File: config.mk
export PLATFORM = sky130hd
export DESIGN_NAME = dram_cmd_timing_check
export DESIGN_NICKNAME = d
export VERILOG_FILES = /design/src/rtl/dct_pkg.sv /design/src/rtl/dct_downcnt.sv /design/src/rtl/dct_bank.sv /design/src/rtl/dct_shared.sv /design/src/rtl/dram_cmd_timing_check.sv
export SDC_FILE = /design/constraint.sdc
export NUM_CORES = 1
export LEC_CHECK = 0
export BUFFER_PORTS_ARGS = -buffer_cell sky130_fd_sc_hd__buf_2
export CAP_MARGIN = 10
export CORE_UTILIZATION = 50
export CTS_CLUSTER_SIZE = 8
export DETAILED_ROUTE_END_ITERATION = 6
export GPL_TIMING_DRIVEN = 0
export PLACE_DENSITY = 0.7
export SYNTH_ARGS = -nofsm -noshare
export SYNTH_HDL_FRONTEND = slang
export SYNTH_SLANG_ARGS = --single-unit
File: constraint.sdc
create_clock -name clk -period 2.8 [get_ports clk]
set_input_delay 0.56 -clock clk [delete_from_list [all_inputs] [get_ports clk]]
set_output_delay 0.56 -clock clk [all_outputs]
set_load 0.02 [all_outputs]
File: src/rtl/dct_pkg.sv
package dct_pkg;

  typedef enum logic [3:0] {
    OP_NOP = 4'd0,
    OP_ACT = 4'd1,
    OP_RD  = 4'd2,
    OP_WR  = 4'd3,
    OP_PRE = 4'd4,
    OP_RDA = 4'd5,
    OP_WRA = 4'd6,
    OP_LMR = 4'd7,
    OP_REF = 4'd8
  } dct_op_e;

  // cycles from a read command to the internal precharge point
  function automatic int rd_to_ipre(input int burst);
    return burst / 2;
  endfunction

  // cycles from a write command until precharge may start (latency 1, data, recovery)
  function automatic int wr_to_ipre(input int burst, input int twr);
    return 1 + burst / 2 + twr;
  endfunction

  // cycles from a write command until a read may be issued
  function automatic int wr_to_rd(input int burst, input int twtr);
    return 1 + burst / 2 + twtr;
  endfunction

  // value a countdown loads so that the rule expires N edges after the command
  function automatic int load_of(input int n);
    return (n > 0) ? n - 1 : 0;
  endfunction

endpackage

File: src/rtl/dct_downcnt.sv
module dct_downcnt #(
  parameter int CW = 6
) (
  input  logic          clk,
  input  logic          rst_n,
  input  logic          load,
  input  logic [CW-1:0] load_val,
  output logic [CW-1:0] cnt
);
  always_ff @(posedge clk) begin
    if (!rst_n)            cnt <= '0;
    else if (load)         cnt <= load_val;
    else if (cnt != '0)    cnt <= cnt - 1'b1;
  end
endmodule

File: src/rtl/dct_bank.sv
module dct_bank
  import dct_pkg::*;
#(
  parameter int CW        = 6,
  parameter int AW        = 6,
  parameter int T_RCD     = 3,
  parameter int T_RAS     = 8,
  parameter int T_RAS_MAX = 40,
  parameter int T_RC      = 11,
  parameter int T_RP      = 3,
  parameter int RD2PRE    = 2,
  parameter int WR2PRE    = 6
) (
  input  logic          clk,
  input  logic          rst_n,
  input  logic          do_act,
  input  logic          do_wr,
  input  logic          do_pre,
  input  logic          do_rda,
  input  logic          do_wra,
  output logic          is_open,
  output logic          rcd_done,
  output logic          rc_done,
  output logic          rp_done,
  output logic          wr_done,
  output logic [CW-1:0] ras_left,
  output logic          overdue
);
  logic [CW-1:0] rcd_cnt, rc_cnt, rp_cnt, wr_cnt;
  logic [CW-1:0] rp_val;
  logic [AW-1:0] age;
  logic          closing;

  assign closing = do_pre | do_rda | do_wra;

  always_comb begin
    if (do_pre)      rp_val = CW'(load_of(T_RP));
    else if (do_rda) rp_val = CW'(load_of(RD2PRE + T_RP));
    else             rp_val = CW'(load_of(WR2PRE + T_RP));
  end

  dct_downcnt #(.CW(CW)) u_rcd (.clk(clk), .rst_n(rst_n), .load(do_act),
    .load_val(CW'(load_of(T_RCD))), .cnt(rcd_cnt));
  dct_downcnt #(.CW(CW)) u_ras (.clk(clk), .rst_n(rst_n), .load(do_act),
    .load_val(CW'(load_of(T_RAS))), .cnt(ras_left));
  dct_downcnt #(.CW(CW)) u_rc (.clk(clk), .rst_n(rst_n), .load(do_act),
    .load_val(CW'(load_of(T_RC))), .cnt(rc_cnt));
  dct_downcnt #(.CW(CW)) u_rp (.clk(clk), .rst_n(rst_n), .load(closing),
    .load_val(rp_val), .cnt(rp_cnt));
  dct_downcnt #(.CW(CW)) u_wr (.clk(clk), .rst_n(rst_n), .load(do_wr),
    .load_val(CW'(load_of(WR2PRE))), .cnt(wr_cnt));

  assign rcd_done = (rcd_cnt == '0);
  assign rc_done  = (rc_cnt == '0);
  assign rp_done  = (rp_cnt == '0);
  assign wr_done  = (wr_cnt == '0);

  // open state and age of the row since activation (saturates past the limit)
  always_ff @(posedge clk) begin
    if (!rst_n) begin
      is_open <= 1'b0;
      age     <= '0;
    end else if (do_act) begin
      is_open <= 1'b1;
      age     <= AW'(1);
    end else if (closing) begin
      is_open <= 1'b0;
      age     <= '0;
    end else if (is_open && age <= AW'(T_RAS_MAX)) begin
      age     <= age + 1'b1;
    end
  end

  assign overdue = is_open && (age > AW'(T_RAS_MAX));
endmodule

File: src/rtl/dct_shared.sv
module dct_shared
  import dct_pkg::*;
#(
  parameter int CW    = 6,
  parameter int T_RRD = 2,
  parameter int WR2RD = 4,
  parameter int T_MRD = 2,
  parameter int T_RFC = 15
) (
  input  logic clk,
  input  logic rst_n,
  input  logic any_act,
  input  logic any_wr,
  input  logic any_lmr,
  input  logic any_ref,
  output logic rrd_done,
  output logic wtr_done,
  output logic mrd_done,
  output logic rfc_done
);
  logic [CW-1:0] rrd_cnt, wtr_cnt, mrd_cnt, rfc_cnt;

  dct_downcnt #(.CW(CW)) u_rrd (.clk(clk), .rst_n(rst_n), .load(any_act),
    .load_val(CW'(load_of(T_RRD))), .cnt(rrd_cnt));
  dct_downcnt #(.CW(CW)) u_wtr (.clk(clk), .rst_n(rst_n), .load(any_wr),
    .load_val(CW'(load_of(WR2RD))), .cnt(wtr_cnt));
  dct_downcnt #(.CW(CW)) u_mrd (.clk(clk), .rst_n(rst_n), .load(any_lmr),
    .load_val(CW'(load_of(T_MRD))), .cnt(mrd_cnt));
  dct_downcnt #(.CW(CW)) u_rfc (.clk(clk), .rst_n(rst_n), .load(any_ref),
    .load_val(CW'(load_of(T_RFC))), .cnt(rfc_cnt));

  assign rrd_done = (rrd_cnt == '0);
  assign wtr_done = (wtr_cnt == '0);
  assign mrd_done = (mrd_cnt == '0);
  assign rfc_done = (rfc_cnt == '0);
endmodule

File: src/rtl/dram_cmd_timing_check.sv
module dram_cmd_timing_check
  import dct_pkg::*;
#(
  parameter int NB        = 4,
  parameter int BURST     = 4,
  parameter int T_RCD     = 3,
  parameter int T_RAS     = 8,
  parameter int T_RAS_MAX = 40,
  parameter int T_RC      = 11,
  parameter int T_RP      = 3,
  parameter int T_RRD     = 2,
  parameter int T_WR      = 3,
  parameter int T_WTR     = 1,
  parameter int T_MRD     = 2,
  parameter int T_RFC     = 15
) (
  input  logic                    clk,
  input  logic                    rst_n,
  input  logic                    cmd_valid,
  input  logic [3:0]              cmd_op,
  input  logic [$clog2(NB)-1:0]   cmd_bank,
  output logic [NB-1:0]           legal_act,
  output logic [NB-1:0]           legal_rd,
  output logic [NB-1:0]           legal_wr,
  output logic [NB-1:0]           legal_pre,
  output logic [NB-1:0]           legal_rda,
  output logic [NB-1:0]           legal_wra,
  output logic                    legal_lmr,
  output logic                    legal_ref,
  output logic [NB-1:0]           bank_open,
  output logic [NB-1:0]           row_overdue,
  output logic                    violation,
  output logic                    err_sticky
);
  localparam int RD2PRE = rd_to_ipre(BURST);
  localparam int WR2PRE = wr_to_ipre(BURST, T_WR);
  localparam int WR2RD  = wr_to_rd(BURST, T_WTR);
  localparam int CW     = $clog2(T_RFC + T_RC + T_RAS + WR2PRE + T_RP + T_MRD + WR2RD + 2);
  localparam int AW     = $clog2(T_RAS_MAX + 2);

  // named internal events
  logic          issued, cmd_legal, accepted;
  logic          acc_act, acc_rd, acc_wr, acc_pre, acc_rda, acc_wra, acc_lmr, acc_ref;
  logic [NB-1:0] rcd_done, rc_done, rp_done, wr_done;
  logic [CW-1:0] ras_left [NB];
  logic          rrd_done, wtr_done, mrd_done, rfc_done, gate;

  assign issued = cmd_valid && (cmd_op >= OP_ACT) && (cmd_op <= OP_REF);

  always_comb begin
    unique case (cmd_op)
      OP_ACT:  cmd_legal = legal_act[cmd_bank];
      OP_RD:   cmd_legal = legal_rd[cmd_bank];
      OP_WR:   cmd_legal = legal_wr[cmd_bank];
      OP_PRE:  cmd_legal = legal_pre[cmd_bank];
      OP_RDA:  cmd_legal = legal_rda[cmd_bank];
      OP_WRA:  cmd_legal = legal_wra[cmd_bank];
      OP_LMR:  cmd_legal = legal_lmr;
      OP_REF:  cmd_legal = legal_ref;
      default: cmd_legal = 1'b1;
    endcase
  end

  assign accepted = issued && cmd_legal;
  assign acc_act  = accepted && (cmd_op == OP_ACT);
  assign acc_rd   = accepted && (cmd_op == OP_RD);
  assign acc_wr   = accepted && (cmd_op == OP_WR);
  assign acc_pre  = accepted && (cmd_op == OP_PRE);
  assign acc_rda  = accepted && (cmd_op == OP_RDA);
  assign acc_wra  = accepted && (cmd_op == OP_WRA);
  assign acc_lmr  = accepted && (cmd_op == OP_LMR);
  assign acc_ref  = accepted && (cmd_op == OP_REF);

  dct_shared #(.CW(CW), .T_RRD(T_RRD), .WR2RD(WR2RD), .T_MRD(T_MRD), .T_RFC(T_RFC)) u_shared (
    .clk(clk), .rst_n(rst_n),
    .any_act(acc_act), .any_wr(acc_wr | acc_wra), .any_lmr(acc_lmr), .any_ref(acc_ref),
    .rrd_done(rrd_done), .wtr_done(wtr_done), .mrd_done(mrd_done), .rfc_done(rfc_done));

  assign gate = mrd_done && rfc_done;

  for (genvar b = 0; b < NB; b++) begin : g_bank
    logic hit;
    assign hit = (cmd_bank == b[$clog2(NB)-1:0]);

    dct_bank #(.CW(CW), .AW(AW), .T_RCD(T_RCD), .T_RAS(T_RAS), .T_RAS_MAX(T_RAS_MAX),
               .T_RC(T_RC), .T_RP(T_RP), .RD2PRE(RD2PRE), .WR2PRE(WR2PRE)) u_bank (
      .clk(clk), .rst_n(rst_n),
      .do_act(acc_act && hit),
      .do_wr(acc_wr && hit),
      .do_pre(acc_pre && hit && bank_open[b]),
      .do_rda(acc_rda && hit),
      .do_wra(acc_wra && hit),
      .is_open(bank_open[b]),
      .rcd_done(rcd_done[b]), .rc_done(rc_done[b]), .rp_done(rp_done[b]),
      .wr_done(wr_done[b]), .ras_left(ras_left[b]), .overdue(row_overdue[b]));

    assign legal_act[b] = !bank_open[b] && rc_done[b] && rp_done[b] && rrd_done && gate;
    assign legal_rd[b]  = bank_open[b] && rcd_done[b] && wtr_done && gate;
    assign legal_wr[b]  = bank_open[b] && rcd_done[b] && gate;
    assign legal_rda[b] = legal_rd[b] && (ras_left[b] <= CW'(RD2PRE));
    assign legal_wra[b] = legal_wr[b] && (ras_left[b] <= CW'(WR2PRE));
    assign legal_pre[b] = gate && (!bank_open[b] || (ras_left[b] == '0 && wr_done[b]));
  end

  assign legal_lmr = !(|bank_open) && (&rp_done) && gate;
  assign legal_ref = !(|bank_open) && (&rp_done) && (&rc_done) && gate;

  always_ff @(posedge clk) begin
    if (!rst_n) begin
      violation  <= 1'b0;
      err_sticky <= 1'b0;
    end else begin
      violation  <= issued && !cmd_legal;
      err_sticky <= err_sticky || (issued && !cmd_legal) || (|row_overdue);
    end
  end

  // acc_rd needs no state; it is named for visibility
  logic unused_rd;
  assign unused_rd = acc_rd;
endmodule

; ---- Yosys cells after proc, flatten, opt, wreduce, memory -nomap -nowiden
; Index checks and enable logic that the tools add are counted.
[word_totals]
ff_bits = 174
elab_cells = 424
inputBits = 9
[op_classes]
mux = 89
n_reduce_logical = 209
n_bitwise = 10
eq_ne = 11
add_sub_neg = 28
n_lt_le_gt_ge = 19
[op_table]
columns = operator, n
row1 = $logic_not 6->1, 24
row2 = $reduce_bool 6->1, 24
row3 = $sub 6x1->6 const B, 24
row4 = $logic_and 1x1->1, 96
row5 = $mux 6, 12
row6 = $mux 4, 14
row7 = $reduce_bool 2->1, 28
row8 = $mux 3, 16
row9 = $mux 1, 30
row10 = $add 6x1->6 const B, 4
row11 = $gt 6x6->1 const B, 4
row12 = $le 6x2->1 const B, 4
row13 = $le 6x3->1 const B, 4
row14 = $le 6x6->1 const B, 4
row15 = $reduce_or 2->1, 12
row16 = $mux 2, 10
row17 = $eq 4x3->1 const B, 4
row18 = $bmux 1 s2, 6
row19 = $reduce_bool 3->1, 4
row20 = $reduce_or 3->1, 4
row21 = $or 1x1->1, 9
row22 = $eq 4x2->1 const B, 2
row23 = $pmux 1 s8, 1
row24 = $reduce_and 4->1, 2
row25 = 12 further kinds, 24

; ---- Depth between registers and ports, before layout
[depth]
ltp_word = 16
mapped_depth = 15
ltp_nobuf = 13

; ---- By module
; From an unflattened synthesis, not the netlist that was laid out.
[hier_totals]
hier_cells = 1389
area_unflattened_um2 = 11621.1
[modules_own_cells]
columns = mod, area_per_inst_um2, cells_per_inst, instances
row1 = dct_downcnt, 359.1, 42, 24
row2 = dct_bank, 465.4, 53, 4
row3 = dram_cmd_timing_check, 1048.5, 159, 1
row4 = dct_shared, 92.6, 10, 1

; ---- Worst setup path before layout
; Ideal clock, no wire load.
[synth_timing]
path_kind = register to register
start = reg g_bank[3].u_bank.u_rp.cnt[0]
end = reg g_bank[0].u_bank.u_rp.cnt[3]
stages_incl_launch_ff = 13
arrival_time_ps = 3286
n_path_buf = 1
period_less_slack_ps = 3402
setup_slack_ps = -602
setup_ps = 116
cell_sequence = dfxtp_1 > inv_1 > ha_1 > nand2b_1 > or4b_1 > nor4_1 > nand2b_1 > a32o_2 > nor3_2 > a211o_1 > buf_2 > or3_1 > and3b_1
[synth_between]
elab_chain_cells = 14
[synth_lines]
columns = element, line_no
row1 = "start, declared", dct_downcnt.sv:8  ; output logic [CW-1:0] cnt
row2 = "start signal, assigned", dct_downcnt.sv:12  ; else if (load) cnt <= load_val;
row3 = "start signal, assigned", dct_downcnt.sv:13  ; else if (cnt != '0) cnt <= cnt - 1'b1;
row4 = $logic_not 6->1 (*), dct_bank.sv:55  ; assign rp_done = (rp_cnt == '0);
row5 = $logic_and 1x1->1 (*) (3 in a row), dram_cmd_timing_check.sv:97  ; assign legal_act[b] = !bank_open[b] && rc_done[b] && rp_done[b] && rrd_done && gate;
row6 = named net legal_act[3], dram_cmd_timing_check.sv:22  ; output logic [NB-1:0] legal_act,
row7 = $bmux 1 s2 (*), dram_cmd_timing_check.sv:52  ; OP_ACT: cmd_legal = legal_act[cmd_bank];
row8 = $mux 1 (implied by the code) (*), dram_cmd_timing_check.sv:52
row9 = $pmux 1 s8 (*), dram_cmd_timing_check.sv:51  ; unique case (cmd_op)
row10 = $logic_and 1x1->1 (*), dram_cmd_timing_check.sv:64  ; assign accepted = issued && cmd_legal;
row11 = $logic_and 1x1->1, dram_cmd_timing_check.sv:68  ; assign acc_pre = accepted && (cmd_op == OP_PRE);
row12 = $logic_and 1x1->1 (2 in a row), dram_cmd_timing_check.sv:90  ; .do_pre(acc_pre && hit && bank_open[b]),
row13 = $or 1x1->1 (2 in a row), dct_bank.sv:34  ; assign closing = do_pre | do_rda | do_wra;
row14 = $mux 6 or $reduce_bool 2->1 (tied branches), -
row15 = "end signal, assigned", dct_downcnt.sv:12
row16 = "end signal, assigned", dct_downcnt.sv:13
row17 = "end, declared", dct_downcnt.sv:8
; The timed path passes the listed nets; every way through them passes the cells marked *. The select of a mux whose other input is x is not followed.
; A chain may end at the register's enable or synchronous reset.

; ---- Final worst setup path
[layout_timing]
start = reg u_shared.u_rfc.cnt[0]
end = reg g_bank[2].u_bank.u_wr.cnt[4]
[layout_between]
elab_chain_cells = 11
[layout_lines]
columns = element, line_no
row1 = "start, declared", dct_downcnt.sv:8
row2 = "start signal, assigned", dct_downcnt.sv:12
row3 = "start signal, assigned", dct_downcnt.sv:13
row4 = $logic_not 6->1 (*), dct_shared.sv:35  ; assign rfc_done = (rfc_cnt == '0);
row5 = $logic_and 1x1->1 (*), dram_cmd_timing_check.sv:79  ; assign gate = mrd_done && rfc_done;
row6 = "$logic_and 1x1->1, on equally long branches", "dram_cmd_timing_check.sv:99, dram_cmd_timing_check.sv:98"
row7 = "$logic_and 1x1->1, on equally long branches", "dram_cmd_timing_check.sv:101, dram_cmd_timing_check.sv:100"
row8 = "$bmux 1 s2, on equally long branches", "dram_cmd_timing_check.sv:57, dram_cmd_timing_check.sv:56"
row9 = "$mux 1, on equally long branches", "dram_cmd_timing_check.sv:57, dram_cmd_timing_check.sv:56"
row10 = $pmux 1 s8 (*), dram_cmd_timing_check.sv:51
row11 = $logic_and 1x1->1 (*), dram_cmd_timing_check.sv:64
row12 = $logic_and 1x1->1 (*), dram_cmd_timing_check.sv:67  ; assign acc_wr = accepted && (cmd_op == OP_WR);
row13 = $logic_and 1x1->1 (*), dram_cmd_timing_check.sv:89  ; .do_wr(acc_wr && hit),
row14 = $reduce_or 2->1 (no source line) (*), -
row15 = "end signal, assigned", dct_downcnt.sv:12
row16 = "end signal, assigned", dct_downcnt.sv:13
row17 = "end, declared", dct_downcnt.sv:8
; Mark *: on every way between the ends. The rest lies on a longest branch, timed or not. The select of a mux whose other input is x is not followed.

==> flow_summary_export.csv <==
group,metric,value,unit
cells_and_area,area.growth.synth_to_final,27.14,%
run_status,status,"complete, but fails checks",
synthesis,synth_area_per_cell,8.083,sq um
clocking,path_clk_slew,0.07,ns
synthesis,synth_edf_count,0,
clocking,h-tree-depth,4,
power_and_ir_drop,power.density,1157,mW/mm^2
clocking,cts.sinks,174,
route,antenna_left,0,
clocking,cts_tree,"built",
min_path,hold_start,"g_bank[1].u_bank.age[5]",
timing,tightest_slew,1.284,ns
grt,grt_pass1_wl,38890,um
worst_setup_path,cp.required,3.13,ns
run_status,violations,"setup timing",
min_path,hold_depth,2,
route,firstDrtPassIters,6,
cells_and_area,nNetsFinal,1352,
die,core,0.01827,sq mm
min_path,hold_path.class,"reg -> reg",
cells_and_area,layout_common_cells,"nor2_1, dfxtp_1, nand2_1, xnor2_1, inv_1",
placed_design,dpl.hpwl,16940,um
cells_and_area,postLayoutCoreUtil,65.81,%
flow_run,cap_violations,0,
timing,final.setup.tns,-81.67,ns
cells_and_area,fillers,1397,
timing,setup_viol,162,
timing,post-route-period-util,123.8,%
synthesis,synth_nets,1239,
clocking,root_buffer,"clkbuf_16",
synthesis,netlist_area,0.009457,sq mm
clocking,clk_latency,0.44,ns
timing,skew,0.01067,ns
placed_design,numPortBuffers,41,
die,die_h,139.5,um
grt,grt_max_degree,17,
die,dieArea,0.01947,sq mm
synthesis,ys_ff_latch,174,
die,start_util,51.76,%
timing,relSlewSlack,13.60,%
timing,period_minus_slack,3.465,ns
die,ioPinCount,45,
synthesis,yosysSeqAreaShare,36.84,%
route,num_vias,8546,
worst_setup_path,startpoint_type,"flip-flop",
route,route.detailed.drc,0,
synthesis,synth_warnings,0,
clocking,clockBufferDepth,2,
timing,clock.fmax,288.6,MHz
cells_and_area,layout_commonest_cell,"nor2_1",
route,drtIter0Drc,780,
timing,timing.final.max_slew_violations,0,
timing,finalHoldViolations,0,
worst_setup_path,worstPathArrival,3.80,ns
power_and_ir_drop,ir_drop,0.5472,mV
grt,grt_util_all_layers,25.39,%
worst_setup_path,r2r_start,"u_shared.u_rfc.cnt[0]",
worst_setup_path,rr_worst_depth,16,
grt,overflow,0,
synthesis,synth_ff_type,"dfxtp_1",
route,wire_per_inst,16.95,um
route,routed_via_density,5.600,
die,die_width,139.5,um
grt,grt_pass1_vias,7718,
timing,fin_ws,-0.6650,ns
route,routed_wl,25870,um
cells_and_area,drive_gt1_share,21.85,%
synthesis,syn_inst,1170,
worst_setup_path,ff2ff_setup_slack,-0.67,ns
worst_setup_path,endpoint_kind,"flip-flop",
worst_setup_path,path_class,"reg -> reg",
clocking,cts_buffers,17,
worst_setup_path,r2r_end,"g_bank[2].u_bank.u_wr.cnt[4]",
synthesis,synthDistinctLibCells,71,
power_and_ir_drop,p_leak,4.961,nW
grt,antenna_found_initial,1,
die,rows,49,
worst_setup_path,crit_path_max_fanout,8,
placed_design,finalWeightedCongestion,0.9283,
min_path,hold_end,"g_bank[1].u_bank.age[5]",
synthesis,async_reset_ff_share,0,%
timing,rsz0062_at_grt,"yes",
==> per-layer routing <==
layer,GRT usage (%),vias up,wire [um]
met5,0,-,0
met4,10.94,0,881
met3,6.297,86,1984
met2,40.36,321,11820
met1,32.68,3970,11190
li1,-,4169,-
==> synthesized netlist by cell type, drive strengths merged, types with 18 or more instances <==
cell	n	area (sq um)
xnor2	70	613.1
nand2	118	442.9
a21oi	47	235.2
clkbuf	22	83.83
ha	60	750.7
nor3	61	326.6
dfxtp	174	3483
nor2	194	735.7
o21a	26	195.2
inv	69	259.0
nand3	22	110.1
xor2	52	455.4
o21ai	41	209.0
o211ai	18	145.1
==> flip-flops by register name (all words and copies together), names as in the netlist <==
| signal | cells |
|---|---|
| g_bank.u_bank.u_rc.cnt | 24 |
| u_shared.u_mrd.cnt | 6 |
| g_bank.u_bank.u_ras.cnt | 24 |
| u_shared.u_rfc.cnt | 6 |
| u_shared.u_rrd.cnt | 6 |
| violation | 1 |
| g_bank.u_bank.u_rcd.cnt | 24 |
| err_sticky | 1 |
| g_bank.u_bank.u_rp.cnt | 24 |
| u_shared.u_wtr.cnt | 6 |
| g_bank.u_bank.u_wr.cnt | 24 |
| g_bank.u_bank.age | 24 |
| g_bank.u_bank.is_open | 4 |
==> critical path: stages (launching register included) <==
cell      delay, ns
dfxtp_2        0.33
inv_2          0.07
ha_4           0.12
nor4b_4        0.26
nand4_1        0.24
buf_4          0.21
buf_8          0.14
nor4_4         0.34
nand2b_1       0.17
a32o_2         0.23
nor3_4         0.06
a211oi_2       0.27
o211ai_1       0.23
buf_4          0.27
o211ai_1       0.19
buf_4          0.19
nor2_1         0.04
==> layout make-up <==
cell class                      instances  area (sq um)  area share, %
Multi-Input combinational cell        887          6330          52.65
Inverter                               70         265.3          2.206
Sequential cell                       174          3491          29.04
Timing Repair Buffer                   95         820.8          6.827
Clock inverter                          9         112.6         0.9366
Clock buffer                           22         464.2          3.861
Tap cell                              229         286.5          2.383
Buffer                                 38         247.7          2.061
Antenna cell                            2         5.005        0.04163
==> report_power, final <==
part	leakage, nW	internal [mW]	total (mW)	switching [mW]
clock	0.268	1.36	2.37	1.01
combinational	3.26	3.26	7.24	3.98
sequential	1.44	3.42	4.30	0.887
total	4.96	8.04	13.9	5.87
==> stage by stage <==
| step | setup slack [ns] | total power, mW | instance area (sq um) | instances | hold slack, ns |
|---|---|---|---|---|---|
| CTS | -0.5477 | 13.01 | 11250 | 1498 | 0.4594 |
| detailed placement | -0.8939 | 10.23 | 10030 | 1440 | 0.4620 |
| global route | -0.7848 | 14.99 | 12020 | 1524 | 0.4841 |
| floorplan | -0.1934 | 9.061 | 9537 | 1170 | 0.4323 |
| global placement | -0.8558 | 10.08 | 10030 | 1440 | 0.4459 |
| finish | -0.6650 | 13.91 | 12020 | 1526 | 0.4817 |
==> cells by family (layout without fill, tap and decap cells) <==
group                      Yosys count  after routing  synth area share (%)
other                                0              2                     0
adders and majority gates           60             60                 7.939
buffers and inverters              109            234                 4.750
muxes                                9              9                0.9659
xor gates and xnor gates           122            122                 11.30
AOI/OAI and AO/OA                  169            169                 11.66
and+or+nand+nor                    527            527                 26.55
DFF                                174            174                 36.84
==> timing repair <==
| item | in CTS | in global routing |
|---|---|---|
| hold buffers | 0 | 0 |
| cloned | 1 | 1 |
| pin swaps | 67 | 69 |
| setup endpoints to repair | 168 | 170 |
| gates resized for setup | 91 | 137 |
| buffers inserted | 26 | 27 |
==> how the worst max path moves through the flow <==
| stage | to | startpoint | slack (ns) | cells after the start |
|---|---|---|---|---|
| 4_1_cts | g_bank[0].u_bank.u_rp.cnt[3] | u_shared.u_rfc.cnt[1] | -0.55 | 14 |
| 2_1_floorplan | g_bank[0].u_bank.age[0] | g_bank[3].u_bank.u_rp.cnt[0] | -0.19 | 13 |
| 3_5_place_dp | g_bank[1].u_bank.u_wr.cnt[4] | cmd_bank[0] | -0.89 | 12 |
| 6_report | g_bank[2].u_bank.u_wr.cnt[4] | u_shared.u_rfc.cnt[0] | -0.67 | 16 |
| 5_1_grt | g_bank[2].u_bank.u_wr.cnt[4] | u_shared.u_rfc.cnt[1] | -0.78 | 16 |
| 3_3_place_gp | g_bank[1].u_bank.u_wr.cnt[3] | cmd_bank[0] | -0.86 | 12 |
Note: power is estimated with default switching activity, not from simulation.
